### src/rtl/region_chunker.sv
module region_chunker #(
  parameter int AW = 32,
  parameter int LW = 32
) (
  input  logic          clk,
  input  logic          rst_n,
  input  logic          req_valid,
  output logic          req_ready,
  input  logic [AW-1:0] req_vaddr,
  input  logic [AW-1:0] req_paddr,
  input  logic [LW-1:0] req_len,
  output logic          chk_valid,
  input  logic          chk_ready,
  output logic [AW-1:0] chk_vaddr,
  output logic [AW-1:0] chk_paddr,
  output logic [1:0]    chk_size,
  output logic          done,
  output logic          err
);
  localparam int RW = LW + 1;
  localparam logic [RW-1:0] GMASK = RW'(4095);

  logic          busy;
  logic [AW:0]   va_q;
  logic [AW-1:0] pa_q;
  logic [RW-1:0] rem_q;
  logic          done_q, err_q;
  logic          fit;
  logic [1:0]    code;

  wire [RW-1:0] adj     = RW'(req_len) + RW'(req_vaddr[11:0]);
  wire [RW-1:0] rounded = (adj + GMASK) & ~GMASK;
  wire [RW-1:0] bytes   = RW'(1) << (12 + 4 * int'(code));

  always_comb begin
    fit  = 1'b0;
    code = 2'd0;
    if (!va_q[AW]) begin
      if (rem_q >= (RW'(1) << 24) && va_q[23:0] == '0) begin
        fit = 1'b1; code = 2'd3;
      end else if (rem_q >= (RW'(1) << 20) && va_q[19:0] == '0) begin
        fit = 1'b1; code = 2'd2;
      end else if (rem_q >= (RW'(1) << 16) && va_q[15:0] == '0) begin
        fit = 1'b1; code = 2'd1;
      end else if (rem_q >= (RW'(1) << 12) && va_q[11:0] == '0) begin
        fit = 1'b1; code = 2'd0;
      end
    end
  end

  assign req_ready = !busy;
  assign chk_valid = busy && fit;
  assign chk_vaddr = va_q[AW-1:0];
  assign chk_paddr = pa_q;
  assign chk_size  = code;
  assign done      = done_q;
  assign err       = err_q;

  always_ff @(posedge clk) begin
    if (!rst_n) begin
      busy   <= 1'b0;
      va_q   <= '0;
      pa_q   <= '0;
      rem_q  <= '0;
      done_q <= 1'b0;
      err_q  <= 1'b0;
    end else begin
      done_q <= 1'b0;
      err_q  <= 1'b0;
      if (!busy) begin
        if (req_valid) begin
          va_q  <= {1'b0, req_vaddr & ~AW'(4095)};
          pa_q  <= req_paddr & ~AW'(4095);
          rem_q <= rounded;
          if (rounded == '0) done_q <= 1'b1;
          else               busy   <= 1'b1;
        end
      end else if (!fit) begin
        busy  <= 1'b0;
        err_q <= 1'b1;
      end else if (chk_ready) begin
        va_q  <= va_q + (AW+1)'(bytes);
        pa_q  <= pa_q + AW'(bytes);
        rem_q <= rem_q - bytes;
        if (rem_q == bytes) begin
          busy   <= 1'b0;
          done_q <= 1'b1;
        end
      end
    end
  end
endmodule

### config.mk
export PLATFORM = sky130hd
export DESIGN_NAME = region_chunker
export DESIGN_NICKNAME = d
export VERILOG_FILES = /design/src/rtl/region_chunker.sv
export SDC_FILE = /design/constraint.sdc
export NUM_CORES = 1
export LEC_CHECK = 0
export BUFFER_PORTS_ARGS = -buffer_cell sky130_fd_sc_hd__buf_2
export CAP_MARGIN = 40
export CORE_ASPECT_RATIO = 0.7
export CORE_MARGIN = 1.5
export CORE_UTILIZATION = 50
export DETAILED_ROUTE_END_ITERATION = 6
export PLACE_DENSITY = 0.74
export SETUP_SLACK_MARGIN = 0.15
export SYNTH_ARGS = -nofsm -noshare
export SYNTH_HDL_FRONTEND = slang
export SYNTH_SLANG_ARGS = --single-unit
export TNS_END_PERCENT = 10
### constraint.sdc
create_clock -name clk -period 3.7 [get_ports clk]
set_input_delay 0.37 -clock clk [delete_from_list [all_inputs] [get_ports clk]]
set_output_delay 0.37 -clock clk [all_outputs]
set_load 0.02 [all_outputs]
==> run_results.csv, run 1 <==
group,metric,value,unit
outcome,outcome,"finished, violations left",
outcome,failed_checks,"setup timing",
cells_and_area,nFillCells,1240,
floorplan,fp-row-count,36,
drt,drc,0,
clocking,path_clk_slew,0.07,ns
logic_synthesis,yosysWarnings,0,
logic_synthesis,synth.yosys.seq_area_share,28.0,%
timing,grt_setup_unrepaired,"yes",
logic_synthesis,synthMuxAreaShare,0.554,%
critical_path,start_kind,"flop",
logic_synthesis,async_flop_share,0,%
global_routing,groute.usage.overall,28.0,%
logic_synthesis,syn_area,7220,um^2
logic_synthesis,synth-seq-cells,101,
drt,drt-initial-drc-count,724,
logic_synthesis,syn_avg_cell_area,7.50,um^2
logic_synthesis,synth_top_family_by_area,"simple AND/OR/NAND/NOR gates",
timing,min_period,3.85,ns
logic_synthesis,synth-compound-area-share,23.5,%
placed_design,port_buffers,157,
global_routing,antenna_found_initial,2,
critical_path,cp_num_cells,14,
timing,final.setup.worst_slack,-0.155,ns
cells_and_area,stdcell_area,8750,um^2
drt,wl_per_cell,16.6,um
cells_and_area,layout_commonest_cell,"buf_2",
clocking,clk-insertion-delay-late,0.35,ns
critical_path,crit_arrival,4.08,ns
placed_design,gp_congestion,0.950,
cells_and_area,areaGrowthSynthToFinish,21.2,%
logic_synthesis,ys.flop_type,"dfxtp_1",
power,ir_worst_vdd,271,uV
critical_path,critical_path_class,"reg -> reg",
clocking,cts_sinks,101,
clocking,cts_buffers,9,
timing,fin_hold_ws,0.305,ns
logic_synthesis,synth.distinct_cells,72,
clocking,h-tree-depth,3,
placed_design,placed_area,8180,um^2
drt,num_vias,7668,
job,drv_cap,0,
logic_synthesis,synth_top_cell_area_share,28.0,%
cells_and_area,drive_above_1_share,25.4,%
floorplan,io-pin-count,170,
min_path,hold_class,"in -> reg",
critical_path,ff2ff_path_depth,14,
timing,slew_headroom,43.1,%
placed_design,place_ws,-0.0953,ns
critical_path,startpoint,"rem_q[30]",
global_routing,grt_overflow,0,
critical_path,path_cells,"or4_4 -> nand4bb_4 -> nor2_4 -> a21oi_2 -> o21ai_2 -> nand3_2 -> ha_4 -> or4_4 -> nor2_4 -> a311oi_4 -> or2_1 -> or4_4 -> and3_1 -> o31a_1",
power,static-leakage-power,3.87,nW
critical_path,r2r-start,"rem_q[30]",
logic_synthesis,synth.largest_area_cell,"dfxtp_1",
timing,slew_violations,0,
critical_path,cpMaxStageDelayCell,"or4_4",
global_routing,grt_pass1_vias,6892,
timing,hold_violations,0,
placed_design,place_hpwl,15200,um
power,finalPower,3.91,mW
floorplan,die_h,104,um
clocking,cts_buffer_depth,2,
timing,fmax,259,MHz
logic_synthesis,synthAdderAreaFrac,7.45,%
drt,drt-total-wl,21600,um
critical_path,worstPathMaxFanout,4,
cells_and_area,fin_nets,1251,
logic_synthesis,ys_top_cells_by_area,"dfxtp_1 28%, ha_1 7.5%, a21oi_1 6.0%",
critical_path,cpPeakStageDelay,0.53,ns
timing,setup_viol,1,
logic_synthesis,yosys.area_share.simple,24.7,%
critical_path,cp.required,3.93,ns
power,power_density,447,nW/um^2
drt,ant_nets,0,
clocking,cts_hold_buf,0,
floorplan,dieArea,15200,um^2
cells_and_area,final_cell_mix,"157 x buf_2, 99 x dfxtp_1, 91 x nor2_1, 85 x a21oi_1, 82 x nand2_1",
global_routing,grt_max_degree,51,
critical_path,crit_buf_inv,0,
critical_path,r2r-end,"rem_q[30]",
drt,via_per_inst,5.88,
timing,fin_crit_sh,104,%
clocking,clock-root-buffer,"clkbuf_16",
floorplan,initial_core_util,51.5,%
logic_synthesis,synth_xor_area_share,5.58,%
critical_path,r2r_slack,-0.15,ns
global_routing,grt_pass1_wl,34700,um
clocking,tritoncts,"done",
timing,tightest_slew,0.851,ns
drt,dr.pass1.iters,5,
critical_path,critPathTopFamily,"simple AND/OR/NAND/NOR gates",
floorplan,core,14000,um^2
logic_synthesis,synth_enable_flop_cells,0,
logic_synthesis,synth_cells,963,
critical_path,cp_common_cell,"or4_4",
critical_path,end_kind,"flop",
floorplan,die_x,147,um
timing,fin_worst_skew,0.0114,ns
critical_path,crit_path_end,"rem_q[30]",
cell type report:
type | count | area [um^2] | area share [%]
inverters | 64 | 246 | 2.82
flip-flops and latches | 101 | 2020 | 23.1
repair buffers | 210 | 1180 | 13.5
well taps | 190 | 238 | 2.72
diodes | 1 | 2.50 | 0.0286
clock inverters | 4 | 47.5 | 0.543
clock buffers | 11 | 253 | 2.89
multi-input cells | 722 | 4750 | 54.3
synthesized netlist by cell type, drive strengths merged (6+ instances only):
cell type	n
a211oi	18
a21oi	88
a311oi	6
a31oi	13
and2	12
and3	20
and4	8
buf	50
clkbuf	34
dfxtp	101
ha	43
inv	63
nand2	83
nand3	34
nand4	28
nor2	94
nor2b	9
nor3	25
nor4	16
o21a	6
o21ai	50
o22ai	18
o31ai	13
or3	9
or4	9
xnor2	20
xor2	26
metal layers:
metal  vias to the layer above  track usage, %  wire (um)
met5                         -               0         13
met2                       380            42.5       9330
met1                      3530            40.3       9960
li1                       3725               -          -
met3                        31            6.17       1980
met4                         2            5.99        276
per-stage QoR:
| stage | std cells | utilization, % | setup TNS [ns] |
|---|---|---|---|
| after floorplan | 971 | - | 0 |
| after global placement | 1282 | 58.4 | -0.0145 |
| after detailed placement | 1282 | 58.4 | -0.0953 |
| after CTS | 1299 | 61.3 | -0.0889 |
| after global routing | 1302 | 62.4 | -0.941 |
| final | 1303 | 62.5 | -0.155 |
report_power, final:
group | total [mW] | switching, mW | internal, mW
registers | 1.29 | 0.110 | 1.18
clock network | 0.974 | 0.418 | 0.556
logic | 1.65 | 0.975 | 0.671
registers in the layout, summed over array words and instances (netlist names):
register	flops
rem_q	33
err	1
busy	1
va_q	33
done	1
chk_paddr	32
cells by family after synthesis:
kind of cell | Yosys count
other cells | 1
flops | 101
compound gates | 261
xor+xnor | 46
buf+inv | 148
mux | 4
fa+ha+maj | 43
simple gates | 359
worst reg2reg max path, delay by kind of cell, from the launching register on:
kind                     cells  cell delay [ns]
AND/OR/NAND/NOR              9             2.60
AO/OA/AOI/OAI                4             0.61
flip-flops                   1             0.34
adder cells (fa/ha/maj)      1             0.19
what timing repair did:
action,CTS,global route
gates cloned,0,0
buffers inserted,2,3
endpoints found under the setup margin,10,28
pin swaps,9,11
resized for setup,17,25
worst min-delay path by stage:
| stage | startpoint | to | slack (ns) | cells after the start |
|---|---|---|---|---|
| final | req_paddr[26] | chk_paddr[26] | 0.31 | 3 |
| after global routing | req_vaddr[23] | va_q[23] | 0.31 | 3 |
| after CTS | req_vaddr[23] | va_q[23] | 0.30 | 3 |
| after detailed placement | rem_q[26] | rem_q[26] | 0.46 | 2 |
| after global placement | rem_q[26] | rem_q[26] | 0.45 | 2 |
| after floorplan | rem_q[26] | rem_q[26] | 0.44 | 2 |
(Power assumes the default switching activity.)
==> run 2: changes to the inputs <==
- CORE_UTILIZATION: 50 -> 55
- PLACE_DENSITY: 0.74 -> 0.77
- RECOVER_POWER: not set -> 25
- clock period: 3.7 -> 3.85 ns (I/O delays scaled with it)
==> run_results.csv, run 2 (synthesis gave the netlist of run 1 again) <==
group,metric,value,unit
min_path,whs_endpoint,"chk_paddr[26]",
critical_path,cp_common_cell,"or4_4",
clocking,path_clk_slew,0.07,ns
clocking,cts_buffer_depth,2,
critical_path,critPathTopFamily,"simple AND/OR/NAND/NOR gates",
critical_path,crit_buf_inv,0,
clocking,cts_sinks,101,
timing,fin_worst_skew,0.00772,ns
clocking,h-tree-depth,3,
critical_path,r2r_slack,0.04,ns
floorplan,die_h,98.9,um
drt,ant_nets,0,
min_path,worstHoldStart,"req_paddr[26]",
power,ir_worst_vdd,291,uV
cells_and_area,fin_nets,1239,
job,drv_cap,0,
floorplan,initial_core_util,57.3,%
placed_design,gp_congestion,0.921,
critical_path,ff2ff_path_depth,14,
critical_path,cp.required,4.10,ns
critical_path,worstPathMaxFanout,4,
floorplan,fp-row-count,34,
drt,drt-initial-drc-count,619,
power,power_density,447,nW/um^2
cells_and_area,instances_no_fill,1263,
outcome,failed_checks,"DRC",
floorplan,core,12600,um^2
timing,tightest_slew,0.853,ns
drt,dr.pass1.iters,7,
power,static-leakage-power,3.67,nW
power,finalPower,3.80,mW
cells_and_area,stdcell_area,8500,um^2
cells_and_area,diodes,0,
drt,drt-total-wl,21100,um
clocking,clock-root-buffer,"clkbuf_16",
timing,setup_viol,0,
critical_path,crit_arrival,4.05,ns
clocking,cts_buffers,9,
drt,drc,13,
timing,min_period,3.81,ns
cells_and_area,layout_commonest_cell,"buf_2",
global_routing,antenna_found_initial,2,
critical_path,r2r-start,"rem_q[30]",
critical_path,cpPeakStageDelay,0.54,ns
cells_and_area,areaGrowthSynthToFinish,17.7,%
timing,slew_headroom,43.1,%
timing,slew_violations,0,
global_routing,grt_max_degree,84,
global_routing,groute.usage.overall,30.3,%
timing,grt_setup_unrepaired,"yes",
placed_design,dpl.cell_count,1243,
global_routing,grt_pass1_wl,34200,um
critical_path,cpMaxStageDelayCell,"or4_4",
drt,num_vias,7629,
cells_and_area,nFillCells,1122,
timing,fin_crit_sh,98.9,%
placed_design,port_buffers,157,
timing,fmax,263,MHz
floorplan,die_x,140,um
min_path,hold_depth,3,
placed_design,placed_area,8070,um^2
timing,hold_violations,0,
timing,fin_setup_tns,0,ns
critical_path,critical_path_class,"reg -> reg",
clocking,clk-insertion-delay-late,0.35,ns
critical_path,path_cells,"or4_4 -> nand4bb_4 -> nor2_4 -> a21oi_2 -> o21ai_2 -> nand3_2 -> ha_2 -> or4_4 -> nor2_4 -> a311oi_2 -> or2_1 -> or4_4 -> and3_1 -> o31a_1",
floorplan,io-pin-count,170,
clocking,tritoncts,"done",
critical_path,r2r-end,"rem_q[30]",
clocking,cts_hold_buf,0,
placed_design,place_hpwl,14900,um
min_path,hold_class,"in -> reg",
global_routing,grt_pass1_vias,6880,
cells_and_area,drive_above_1_share,19.7,%
drt,via_per_inst,6.04,
cells_and_area,final_cell_mix,"117 x buf_2, 100 x dfxtp_1, 92 x nor2_1, 86 x a21oi_1, 82 x nand2_1",
floorplan,dieArea,13800,um^2
global_routing,grt_overflow,0,
critical_path,start_kind,"flop",
critical_path,end_kind,"flop",
outcome,outcome,"finished, violations left",
drt,wl_per_cell,16.7,um
[run 2: changes by cell type in the layout (fill, tap and decap cells not counted), moves of 3 or more]
cell,previous run,this run
buf_2,157,117
clkbuf_1,0,40
buf_4,53,40
ha_4,5,1
ha_1,38,41
nor3_1,20,23
nor3_2,5,2
[run 2: routing by layer]
layer  track usage, %  vias up  wire length, um
met1             42.8     3524             9720
met5                0        -               12
met4             8.18        2              365
met3             5.64       41             1950
met2             47.5      363             9070
li1                 -     3699                -
[run 2: cell type report]
type | count | area [um^2] | area share, %
clock inverter | 7 | 121 | 1.43
sequential | 101 | 2020 | 23.8
timing repair buffer | 198 | 1050 | 12.4
tap | 162 | 203 | 2.38
multi-input combinational | 722 | 4640 | 54.5
clock buffer | 9 | 225 | 2.65
inverter | 64 | 240 | 2.83
[run 2: worst min-delay path: stages]
cell and delay (ns):
buf_2 0.08, o211ai_1 0.08, nor2_1 0.08
[run 2: worst max path at each step]
| stage | start | end | slack (ns) | depth (start not counted) |
|---|---|---|---|---|
| floorplan | rem_q[30] | rem_q[30] | 0.17 | 14 |
| detailed placement | va_q[4] | rem_q[30] | -0.04 | 14 |
| global route | rem_q[30] | rem_q[30] | -0.05 | 14 |
| finish | rem_q[30] | rem_q[30] | 0.04 | 14 |
| global placement | rem_q[30] | rem_q[30] | 0.04 | 14 |
| CTS | rem_q[30] | rem_q[30] | 0.07 | 14 |
[run 2: timing repair]
item | CTS | global route
cloned | 0 | 0
endpoints found under the setup margin | 6 | 17
buffers inserted | 3 | 1
resized for setup | 10 | 15
pin swaps | 5 | 9
[run 2: stage by stage]
stage	setup slack (ns)	hold slack (ns)	utilization [%]
after floorplan	0.167	0.437	-
after global placement	0.0450	0.453	63.9
after detailed placement	-0.0438	0.459	64.1
after CTS	0.0713	0.310	67.3
after global routing	-0.0526	0.317	67.5
final	0.0436	0.304	67.5
[run 2: report_power, final]
group	internal, mW	total [mW]	switching, mW
logic	0.600	1.50	0.903
clock network	0.638	1.07	0.431
registers	1.13	1.23	0.101
